### src/rtl/idec_pkg.sv
package idec_pkg;

    localparam int INSN_W      = 32;
    localparam int REG_IDX_W   = 5;
    localparam int NUM_ENTRIES = 32;
    localparam int INUM_W      = $clog2(NUM_ENTRIES);
    localparam int NOP_IDX     = 0;
    localparam int UNIMP_IDX   = NUM_ENTRIES - 1;

    localparam logic [6:0] OP_REG    = 7'b0110011;
    localparam logic [6:0] OP_IMM    = 7'b0010011;
    localparam logic [6:0] OP_LOAD   = 7'b0000011;
    localparam logic [6:0] OP_STORE  = 7'b0100011;
    localparam logic [6:0] OP_BRANCH = 7'b1100011;
    localparam logic [6:0] OP_JAL    = 7'b1101111;
    localparam logic [6:0] OP_JALR   = 7'b1100111;
    localparam logic [6:0] OP_LUI    = 7'b0110111;

    localparam logic [6:0] F7_BASE = 7'b0000000;
    localparam logic [6:0] F7_ALT  = 7'b0100000;

    typedef enum logic [3:0] {
        ALU_ADD   = 4'd0,
        ALU_SUB   = 4'd1,
        ALU_SLL   = 4'd2,
        ALU_SLT   = 4'd3,
        ALU_XOR   = 4'd4,
        ALU_SRL   = 4'd5,
        ALU_SRA   = 4'd6,
        ALU_OR    = 4'd7,
        ALU_AND   = 4'd8,
        ALU_PASSB = 4'd9
    } alu_op_e;

    typedef struct packed {
        logic       halt;
        logic [1:0] wb_sel;
        logic [1:0] br_cond;
        logic [1:0] pc_sel;
        logic [1:0] mem_size;
        logic       mem_re;
        logic       mem_we;
        logic       b_imm;
        logic       a_pc;
        logic       reg_we;
        alu_op_e    alu_op;
    } ctl_t;

    localparam int CTL_W = $bits(ctl_t);

    function automatic logic [INSN_W-1:0] fld(input logic [6:0] f7,
                                              input logic [2:0] f3,
                                              input logic [6:0] op);
        return {f7, 10'b0, f3, 5'b0, op};
    endfunction

    // Which bits each detector compares
    function automatic logic [INSN_W-1:0] pat_mask(input int k);
        if (k == NOP_IDX || k == UNIMP_IDX) return 32'hFFFF_FFFF;
        if (k >= 1 && k <= 9)               return 32'hFE00_707F;
        if (k >= 15 && k <= 17)             return 32'hFC00_707F;
        if (k == 28 || k == 30)             return 32'h0000_007F;
        return 32'h0000_707F;
    endfunction

    // Value the masked bits must equal; detector order equals row order
    function automatic logic [INSN_W-1:0] pat_value(input int k);
        case (k)
            0:  return 32'h0000_0013;
            1:  return fld(F7_BASE, 3'd0, OP_REG);
            2:  return fld(F7_ALT,  3'd0, OP_REG);
            3:  return fld(F7_BASE, 3'd1, OP_REG);
            4:  return fld(F7_BASE, 3'd2, OP_REG);
            5:  return fld(F7_BASE, 3'd4, OP_REG);
            6:  return fld(F7_BASE, 3'd5, OP_REG);
            7:  return fld(F7_ALT,  3'd5, OP_REG);
            8:  return fld(F7_BASE, 3'd6, OP_REG);
            9:  return fld(F7_BASE, 3'd7, OP_REG);
            10: return fld(F7_BASE, 3'd0, OP_IMM);
            11: return fld(F7_BASE, 3'd2, OP_IMM);
            12: return fld(F7_BASE, 3'd4, OP_IMM);
            13: return fld(F7_BASE, 3'd6, OP_IMM);
            14: return fld(F7_BASE, 3'd7, OP_IMM);
            15: return fld(F7_BASE, 3'd1, OP_IMM);
            16: return fld(F7_BASE, 3'd5, OP_IMM);
            17: return fld(F7_ALT,  3'd5, OP_IMM);
            18: return fld(F7_BASE, 3'd0, OP_LOAD);
            19: return fld(F7_BASE, 3'd2, OP_LOAD);
            20: return fld(F7_BASE, 3'd3, OP_LOAD);
            21: return fld(F7_BASE, 3'd0, OP_STORE);
            22: return fld(F7_BASE, 3'd2, OP_STORE);
            23: return fld(F7_BASE, 3'd3, OP_STORE);
            24: return fld(F7_BASE, 3'd0, OP_BRANCH);
            25: return fld(F7_BASE, 3'd1, OP_BRANCH);
            26: return fld(F7_BASE, 3'd4, OP_BRANCH);
            27: return fld(F7_BASE, 3'd5, OP_BRANCH);
            28: return fld(F7_BASE, 3'd0, OP_JAL);
            29: return fld(F7_BASE, 3'd0, OP_JALR);
            30: return fld(F7_BASE, 3'd0, OP_LUI);
            default: return 32'h0000_0000;
        endcase
    endfunction

    function automatic alu_op_e alu_of(input int k);
        case (k)
            1, 10, 18, 19, 20, 21, 22, 23, 28, 29: return ALU_ADD;
            2, 24, 25, 26, 27:                     return ALU_SUB;
            3, 15:                                 return ALU_SLL;
            4, 11:                                 return ALU_SLT;
            5, 12:                                 return ALU_XOR;
            6, 16:                                 return ALU_SRL;
            7, 17:                                 return ALU_SRA;
            8, 13:                                 return ALU_OR;
            9, 14:                                 return ALU_AND;
            30:                                    return ALU_PASSB;
            default:                               return ALU_ADD;
        endcase
    endfunction

    function automatic logic [1:0] size_of(input int k);
        case (k)
            18, 21:  return 2'd0;
            19, 22:  return 2'd2;
            default: return 2'd3;
        endcase
    endfunction

    function automatic ctl_t rom_row(input int k);
        ctl_t c;
        c = '0;
        c.alu_op = alu_of(k);
        if (k == UNIMP_IDX) begin
            c.halt = 1'b1;
        end else if (k == NOP_IDX) begin
            c.b_imm = 1'b1;
        end else if (k <= 9) begin
            c.reg_we = 1'b1;
        end else if (k <= 17) begin
            c.reg_we = 1'b1;
            c.b_imm  = 1'b1;
        end else if (k <= 20) begin
            c.reg_we   = 1'b1;
            c.b_imm    = 1'b1;
            c.mem_re   = 1'b1;
            c.wb_sel   = 2'd1;
            c.mem_size = size_of(k);
        end else if (k <= 23) begin
            c.b_imm    = 1'b1;
            c.mem_we   = 1'b1;
            c.mem_size = size_of(k);
        end else if (k <= 27) begin
            c.pc_sel  = 2'd1;
            c.br_cond = 2'(k - 24);
        end else if (k <= 29) begin
            c.reg_we = 1'b1;
            c.b_imm  = 1'b1;
            c.a_pc   = (k == 28);
            c.pc_sel = 2'd2;
            c.wb_sel = 2'd2;
        end else begin
            c.reg_we = 1'b1;
            c.b_imm  = 1'b1;
        end
        return c;
    endfunction

endpackage

### src/rtl/idec_match_bank.sv
module idec_match_bank
    import idec_pkg::*;
#(
    parameter int N = NUM_ENTRIES
) (
    input  logic [INSN_W-1:0] insn,
    output logic [N-1:0]      hit
);

    for (genvar g = 0; g < N; g++) begin : g_det
        localparam logic [INSN_W-1:0] MASK = pat_mask(g);
        localparam logic [INSN_W-1:0] VAL  = pat_value(g);
        assign hit[g] = ((insn & MASK) == VAL);
    end

endmodule

### src/rtl/idec_prio.sv
module idec_prio #(
    parameter int N           = 32,
    parameter int W           = $clog2(N),
    parameter int DEFAULT_IDX = N - 1
) (
    input  logic [N-1:0] hit,
    output logic [W-1:0] idx
);

    // Scan from the top so that the lowest set input is written last
    always_comb begin
        idx = W'(DEFAULT_IDX);
        for (int i = N - 1; i >= 0; i--) begin
            if (hit[i]) idx = W'(i);
        end
    end

endmodule

### src/rtl/idec_rom.sv
module idec_rom
    import idec_pkg::*;
#(
    parameter int N = NUM_ENTRIES,
    parameter int W = $clog2(N)
) (
    input  logic [W-1:0] addr,
    output ctl_t         row
);

    ctl_t table_q [N];

    for (genvar g = 0; g < N; g++) begin : g_row
        assign table_q[g] = rom_row(g);
    end

    assign row = table_q[addr];

endmodule

### src/rtl/idec_fields.sv
module idec_fields
    import idec_pkg::*;
(
    input  logic [24:15]          src_bits,
    input  logic [11:7]           dst_bits,
    output logic [REG_IDX_W-1:0]  rs1,
    output logic [REG_IDX_W-1:0]  rs2,
    output logic [REG_IDX_W-1:0]  rd
);

    assign rs1 = src_bits[19:15];
    assign rs2 = src_bits[24:20];
    assign rd  = dst_bits;

endmodule

### src/rtl/rom_insn_decoder.sv
module rom_insn_decoder
    import idec_pkg::*;
(
    input  logic [INSN_W-1:0]    instr_i,
    output logic [REG_IDX_W-1:0] rs1_o,
    output logic [REG_IDX_W-1:0] rs2_o,
    output logic [REG_IDX_W-1:0] rd_o,
    output logic [INUM_W-1:0]    inum_o,
    output logic [CTL_W-1:0]     ctl_o,
    output logic                 halt_o
);

    logic [NUM_ENTRIES-1:0] hit;
    ctl_t                   row;

    idec_fields u_fields (
        .src_bits (instr_i[24:15]),
        .dst_bits (instr_i[11:7]),
        .rs1      (rs1_o),
        .rs2      (rs2_o),
        .rd       (rd_o)
    );

    idec_match_bank #(.N(NUM_ENTRIES)) u_match (
        .insn (instr_i),
        .hit  (hit)
    );

    idec_prio #(
        .N           (NUM_ENTRIES),
        .W           (INUM_W),
        .DEFAULT_IDX (UNIMP_IDX)
    ) u_prio (
        .hit (hit),
        .idx (inum_o)
    );

    idec_rom #(.N(NUM_ENTRIES), .W(INUM_W)) u_rom (
        .addr (inum_o),
        .row  (row)
    );

    assign ctl_o  = row;
    assign halt_o = row.halt;

endmodule

### config.mk
export PLATFORM = sky130hd
export DESIGN_NAME = rom_insn_decoder
export DESIGN_NICKNAME = d
export VERILOG_FILES = /design/src/rtl/idec_pkg.sv /design/src/rtl/idec_match_bank.sv /design/src/rtl/idec_prio.sv /design/src/rtl/idec_rom.sv /design/src/rtl/idec_fields.sv /design/src/rtl/rom_insn_decoder.sv
export SDC_FILE = /design/constraint.sdc
export NUM_CORES = 1
export LEC_CHECK = 0
export ABC_CLOCK_PERIOD_IN_PS = 4600
export BUFFER_PORTS_ARGS = -buffer_cell sky130_fd_sc_hd__buf_2
export CORE_AREA = 2 2 60 62
export DETAILED_ROUTE_END_ITERATION = 10
export DIE_AREA = 0 0 62 64
export PLACE_DENSITY = 0.78
export SLEW_MARGIN = 10
export SYNTH_ARGS = -nofsm -noshare
export SYNTH_HDL_FRONTEND = slang
export SYNTH_HIERARCHICAL = 1
export SYNTH_SLANG_ARGS = --single-unit
### constraint.sdc
create_clock -name vclk -period 4.6
set_clock_uncertainty 0.05 [all_clocks]
set_input_delay 0.92 -clock vclk [all_inputs]
set_output_delay 0.92 -clock vclk [all_outputs]
set_load 0.03 [all_outputs]
==> results of run 1 <==
timing repair:
item / CTS / global route
pin swaps: 7 / 13
endpoints found under the setup margin: 4 / 19
cloned: 0 / 1
setup buffers: 1 / 6
hold endpoints to repair: 0 / 0
resized for setup: 14 / 60
power groups by stage:
| stage | sequential [mW] | clock, mW | combinational [mW] |
|---|---|---|---|
| floorplan | 0 | 0 | 0.0569 |
| global placement | 0 | 0 | 0.0856 |
| detailed placement | 0 | 0 | 0.0870 |
| CTS | 0 | 0 | 0.0886 |
| global route | 0 | 0 | 0.105 |
| finish | 0 | 0 | 0.0989 |
layout make-up:
type / instances / area (um^2)
Multi-Input combinational cell: 181 / 1411
Tap cell: 46 / 57.56
Inverter: 10 / 42.54
Timing Repair Buffer: 128 / 898.4
Fill cell: 234 / 874.6
per-stage QoR:
stage                     hold slack (ns)  setup WS, ns  setup TNS [ns]  instance area [um^2]  std cells
after floorplan                     1.922       -0.1585         -0.5480                  1445        218
after global placement              2.056      -0.07204         -0.1897                  2053        357
after detailed placement            2.058       -0.1456         -0.3847                  2053        357
after CTS                           2.058     -0.004956       -0.004956                  2111        358
after global routing                2.060       -0.2298          -1.062                  2410        365
final                               2.056      -0.08460         -0.1128                  2410        365
layer usage:
layer  routed length, um  vias up
met4                 134        0
met5                   0        -
met3                 391       18
met1                2074      947
li1                    -      989
met2                2810      110
worst paths after layout:
kind       end  slack (ns)
min   rs2_o[3]        2.06
max   ctl_o[4]       -0.08
critical path: stages:
cell and delay [ns]:
buf_6 0.09, nor4bb_1 0.26, buf_4 0.19, buf_6 0.11, nand2_2 0.10, nor3_2 0.23
buf_4 0.16, inv_1 0.04, a21oi_1 0.22, o21a_1 0.22, o221ai_4 0.14, inv_4 0.13
ha_4 0.15, or3b_4 0.38, a21oi_2 0.14, a21oi_1 0.07, buf_4 0.17
==> reports/metrics.yaml, run 1 <==
placement:
  dp_hpwl_um: 3631
  io_buffers: 71
  gp_congestion: 0.9605
setup_path:
  timing.critical_path.to_type: "output port"
  worstSetupStartpoint: "instr_i[3]"
  worstPathRequired_ns: 3.63
  critPathArrivalTime_ns: 3.71
  worst-path-max-fanout: 5
  critical_path_class: "primary input to output port"
  critPathLaunchType: "primary input"
drt:
  wirelength_um: 5411
  vias: 2064
  wl_per_cell_um: 14.82
  dr.pass1.iters: 4
  drc: 0
  ant_nets: 0
  initialDrtViolationCount: 82
  vias_per_cell: 5.655
sta:
  fin_crit_ns: 4.685
  worst_pin_slew_ns: 0.4840
  post-route-period-util_pct: 101.8
  rsz0062_at_grt: "true"
  max_freq_mhz: 213.5
  setup_slack_ns: -0.08460
  slew_headroom_pct: 67.43
  maxSlewViolCount: 0
  hold_violations: 0
  setup_violations: 2
layout:
  layout_common_cells: "buf_2 (60), buf_4 (52), nor2_1 (25), nor3_2 (13), nand2_1 (13)"
  drive_gt1_share_pct: 57.68
  final_nets: 360
  utilization_pct: 73.37
  seq_area_um2: 0
  final_common_cell: "buf_2"
  clkbuf_count: 0
  seq_cell_count: 0
  syn_to_final_growth_pct: 76.86
  antenna_cells: 0
grt:
  use_met3_pct: 0.8097
  use_met1_pct: 31.72
  grt_pass1_vias: 1731
  grt-ovfl-total: 0
  antenna_found_initial: 0
  top_usage_layer: "met2"
  grtUsageMet2_pct: 39.97
  grt_max_degree: 16
  grtUsageTotal_pct: 22.91
  grt_pass1_wl_um: 7389
run_status:
  violations: "setup timing"
  outcome: "complete, but fails checks"
pwr:
  p_leak_nw: 1.147
  power_frac_comb_pct: 100.0
  netSwitchingPower_mw: 0.05933
  p_int_mw: 0.03961
  ir_worst_vdd_uv: 46.83
  power_frac_seq_pct: 0
  finalPower_mw: 0.09894
  power_frac_clock_pct: 0
  sw_frac_of_total_pct: 59.97
  powerDensity_mw_per_mm2: 41.06
die:
  start_util_pct: 41.49
  rows: 21
  die_y_um: 64
  die_width_um: 62
  core_mm2: 0.003284
  num_io_pins: 71
  die-area_mm2: 0.003968
logic_synthesis:
  ys.warnings.count: 6
  synth_nets: 257
  synthCells: 218
  avgSynthCellArea_um2: 6.250
  netlist_area_mm2: 0.001363
cts:
  postCtsHoldBufs: 0
min_path:
  min-delay-start: "instr_i[23]"
  hold_path_depth: 2
  hold_path.class: "primary input to output port"
run:
  maxCapViolCount: 0
No activity file was read; power rests on OpenSTA's default activity.
==> inputs of run 2 (changes only) <==
--- a/config.mk
+++ b/config.mk
@@ -5,12 +5,13 @@
 export SDC_FILE = /design/constraint.sdc
 export NUM_CORES = 1
 export LEC_CHECK = 0
-export ABC_CLOCK_PERIOD_IN_PS = 4600
+export ABC_CLOCK_PERIOD_IN_PS = 5700
 export BUFFER_PORTS_ARGS = -buffer_cell sky130_fd_sc_hd__buf_2
-export CORE_AREA = 2 2 60 62
+export CORE_AREA = 2 2 56 58
 export DETAILED_ROUTE_END_ITERATION = 10
-export DIE_AREA = 0 0 62 64
-export PLACE_DENSITY = 0.78
+export DIE_AREA = 0 0 58 60
+export PLACE_DENSITY = 0.84
+export SETUP_SLACK_MARGIN = 0.2
 export SLEW_MARGIN = 10
 export SYNTH_ARGS = -nofsm -noshare
 export SYNTH_HDL_FRONTEND = slang
==> constraint.sdc (replaced) <==
create_clock -name vclk -period 5.7
set_clock_uncertainty 0.05 [all_clocks]
set_input_delay 1.14 -clock vclk [all_inputs]
set_output_delay 1.14 -clock vclk [all_outputs]
set_load 0.03 [all_outputs]
==> reports/metrics.yaml, run 2 (synthesis gave the netlist of run 1 again) <==
run_status:
  outcome: "finished clean"
grt:
  grt_max_degree: 17
  antenna_found_initial: 0
  grt-ovfl-total: 0
  grt_pass1_wl_um: 5934
  grt_pass1_vias: 1441
  grtUsageTotal_pct: 20.55
pwr:
  power_frac_seq_pct: 0
  ir_worst_vdd_uv: 58.62
  sw_frac_of_total_pct: 65.69
  p_int_mw: 0.02223
  power_frac_comb_pct: 100.0
  powerDensity_mw_per_mm2: 36.98
  power_frac_clock_pct: 0
  netSwitchingPower_mw: 0.04255
  p_leak_nw: 0.8500
cts:
  postCtsHoldBufs: 0
sta:
  rsz0062_at_grt: "false"
  fin_crit_ns: 5.314
  worst_pin_slew_ns: 0.6219
  tns_ns: 0
  maxSlewViolCount: 0
  slew_headroom_pct: 58.39
  hold_violations: 0
  setup_slack_ns: 0.3862
  post-route-period-util_pct: 93.22
  max_freq_mhz: 188.2
  setup_violations: 0
layout:
  seq_cell_count: 0
  clkbuf_count: 0
  seq_area_um2: 0
  final_common_cell: "buf_2"
  final_nets: 317
  multiInputGateArea_mm2: 0.001220
  fillerInstances: 291
  drive_gt1_share_pct: 40.22
  syn_to_final_growth_pct: 28.56
  layout_common_cells: "buf_2 (71), nor2_1 (30), nor3_1 (18), nand2_1 (15), buf_4 (13)"
  antenna_cells: 0
min_path:
  hold_path_depth: 2
  hold_path.class: "primary input to output port"
die:
  die_y_um: 60
  start_util_pct: 46.94
  die-area_mm2: 0.003480
  core_mm2: 0.002903
  die_width_um: 58
  num_io_pins: 71
  rows: 20
drt:
  initialDrtViolationCount: 55
  wirelength_um: 3957
  vias: 1775
  dr.pass1.iters: 4
  vias_per_cell: 5.744
  ant_nets: 0
  drc: 0
  wl_per_cell_um: 12.81
placement:
  io_buffers: 71
  gp_congestion: 0.9431
  dp_hpwl_um: 3027
  place_ws_ns: 0.2692
setup_path:
  slowest_delay_ns: 0.45
  critPathBufInv: 5
  cp_num_cells: 15
  worstPathRequired_ns: 4.51
  timing.critical_path.to_type: "output port"
  critPathArrivalTime_ns: 4.12
  critical_path_class: "primary input to output port"
  crit_slowest_cell: "or3b_2"
  cp_cell_sequence: "buf_2, nor4bb_1, buf_4, nand3b_4, nor4_4, inv_1, a221o_1, a21oi_2, o221ai_4, inv_2, ha_2, or3b_2, a21oi_1, a21oi_1, buf_2"
  path_delay_family: "simple AND/OR/NAND/NOR gates"
  critPathLaunchType: "primary input"
  worst-path-max-fanout: 8
run:
  maxCapViolCount: 0
==> run 2: changes by cell type in the layout (fill, tap and decap cells not counted), sizes merged <==
| cell | previous run | this run |
|---|---|---|
| buf | 126 | 84 |
| clkbuf | 2 | 0 |
| nand3b | 2 | 3 |
==> run 2: power groups by stage <==
stage               clock network, mW  logic, mW  registers (mW)
floorplan                           0     0.0452               0
global placement                    0     0.0604               0
detailed placement                  0     0.0611               0
CTS                                 0     0.0613               0
global route                        0     0.0700               0
finish                              0     0.0648               0
==> run 2: timing repair <==
item | in CTS | in global routing
buffers inserted | 0 | 6
endpoints found under the setup margin | 0 | 4
endpoints found under the hold margin | 0 | 0
resized for setup | 0 | 15
==> run 2: worst paths after layout <==
path | startpoint | endpoint
worst max-delay path | instr_i[3] | ctl_o[4]
worst min-delay path | instr_i[15] | rs1_o[0]
==> run 2: layout make-up <==
class,count,area share [%]
multi-input combinational,182,69.64
timing repair buffer,84,25.86
tap,33,2.357
inverter,10,2.143
==> run 2: per-layer routing <==
layer  vias to the layer above  track usage [%]  part of all wire (%)
li1                        905                -                     -
met4                         0            2.990                  0.61
met5                         -                0                     0
met2                        67            35.71                    50
met1                       799            28.19                    43
met3                         4            1.732                   5.9
==> run 2: through the flow <==
| step | std cells | total power, mW | area, um^2 | util [%] | hold WS (ns) |
|---|---|---|---|---|---|
| after global routing | 309 | 0.07005 | 1752 | 60.34 | 2.499 |
| final | 309 | 0.06478 | 1752 | 60.34 | 2.495 |
| after detailed placement | 302 | 0.06115 | 1625 | 55.99 | 2.497 |
| after floorplan | 218 | 0.04523 | 1374 | - | 2.362 |
| after CTS | 302 | 0.06126 | 1625 | 55.99 | 2.497 |
| after global placement | 302 | 0.06038 | 1625 | 55.99 | 2.495 |
==> inputs of run 3 (changes only) <==
--- a/config.mk
+++ b/config.mk
@@ -11,6 +11,7 @@
 export DETAILED_ROUTE_END_ITERATION = 10
 export DIE_AREA = 0 0 58 60
 export PLACE_DENSITY = 0.84
+export RECOVER_POWER = 25
 export SETUP_SLACK_MARGIN = 0.2
 export SLEW_MARGIN = 10
 export SYNTH_ARGS = -nofsm -noshare
==> reports/metrics.yaml, run 3 (synthesis gave the netlist of run 1 again) <==
run_status:
  outcome: "finished clean"
sta:
  setup_slack_ns: 0.3896
  slew_headroom_pct: 58.25
  fin_crit_ns: 5.310
  rsz0062_at_grt: "false"
  setup_violations: 0
  worst_pin_slew_ns: 0.6240
  maxSlewViolCount: 0
  hold_violations: 0
  max_freq_mhz: 188.3
  tns_ns: 0
  post-route-period-util_pct: 93.17
drt:
  vias_per_cell: 5.761
  wl_per_cell_um: 12.81
  route.met2.wl_um: 1968
  met3WireLength_um: 261
  vias: 1780
  wirelength_um: 3957
  dr.pass1.iters: 4
  wl_met1_um: 1695
  ant_nets: 0
  drc: 0
  dr.max_layer_used: "met4"
  initialDrtViolationCount: 60
placement:
  io_buffers: 71
  dp_hpwl_um: 3027
  place_ws_ns: 0.2692
  gp_congestion: 0.9431
setup_path:
  slowest_delay_ns: 0.45
  critPathBufInv: 5
  timing.critical_path.to_type: "output port"
  crit_slowest_cell: "or3b_2"
  critical_path_class: "primary input to output port"
  critPathArrivalTime_ns: 4.12
  critPathLaunchType: "primary input"
  cp_cell_sequence: "buf_2, nor4bb_1, buf_4, nand3b_4, nor4_4, inv_1, a221o_1, a21oi_2, o221ai_4, inv_2, ha_2, or3b_2, a21oi_1, a21oi_1, buf_2"
  path_delay_family: "simple AND/OR/NAND/NOR gates"
  worstPathRequired_ns: 4.51
  worst-path-max-fanout: 8
layout:
  utilization_pct: 59.96
  layout_common_cells: "buf_2 (62), nor2_1 (30), nor3_1 (18), nand2_1 (15), buf_4 (13)"
  antenna_cells: 0
  seq_cell_count: 0
  syn_to_final_growth_pct: 27.73
  drive_gt1_share_pct: 36.96
  seq_area_um2: 0
  final_nets: 317
  clkbuf_count: 0
  fillerInstances: 295
  final_common_cell: "buf_2"
  multiInputGateArea_mm2: 0.001220
die:
  rows: 20
  num_io_pins: 71
  die-area_mm2: 0.003480
  die_width_um: 58
  die_y_um: 60
  start_util_pct: 46.94
  core_mm2: 0.002903
run:
  maxCapViolCount: 0
grt:
  antenna_found_initial: 0
  grt-ovfl-total: 0
  grtUsageTotal_pct: 20.55
  grt_max_degree: 17
  grt_pass1_wl_um: 5934
  grt_pass1_vias: 1441
cts:
  postCtsHoldBufs: 0
pwr:
  finalPower_mw: 0.06399
  p_leak_nw: 0.8252
  powerDensity_mw_per_mm2: 36.77
  ir_worst_vdd_uv: 58.04
min_path:
  hold_path.class: "primary input to output port"
## run 3: changes by cell type in the layout (fill, tap and decap cells not counted), sizes merged
cell    before  now
buf         84   75
clkbuf       0    9
## run 3: timing repair
item / in CTS / in global routing
endpoints found under the setup margin: 0 / 4
endpoints found under the hold margin: 0 / 0
resized for setup: 0 / 15
buffers inserted: 0 / 6
## run 3: routing by layer
layer  vias up  GRT usage, %
met3         6         1.732
met2        70         35.71
met1       796         28.19
met5         -             0
li1        908             -
met4         0         2.990
## run 3: power by group
group | internal, mW | total [mW] | switching (mW) | leakage [nW]
logic | 0.0213 | 0.0640 | 0.0427 | 0.825
clock network | 0 | 0 | 0 | 0
registers | 0 | 0 | 0 | 0
## run 3: path summary, 6_finish.rpt
check / cells after the start / endpoint / start / slack [ns]
setup / recovery: 15 / ctl_o[4] / instr_i[3] / 0.39
hold / removal: 2 / rs1_o[0] / instr_i[15] / 2.49
## run 3: final cells by class
type,count,share of cell area [%]
Multi-Input combinational cell,182,70.09
Timing Repair Buffer,84,25.38
Tap cell,33,2.372
Inverter,10,2.157
## run 3: metrics by stage
step,hold slack [ns],cell area (um^2),cells
after floorplan,2.362,1374,218
after global placement,2.495,1625,302
after detailed placement,2.497,1625,302
after CTS,2.497,1625,302
after global routing,2.509,1740,309
final,2.495,1740,309
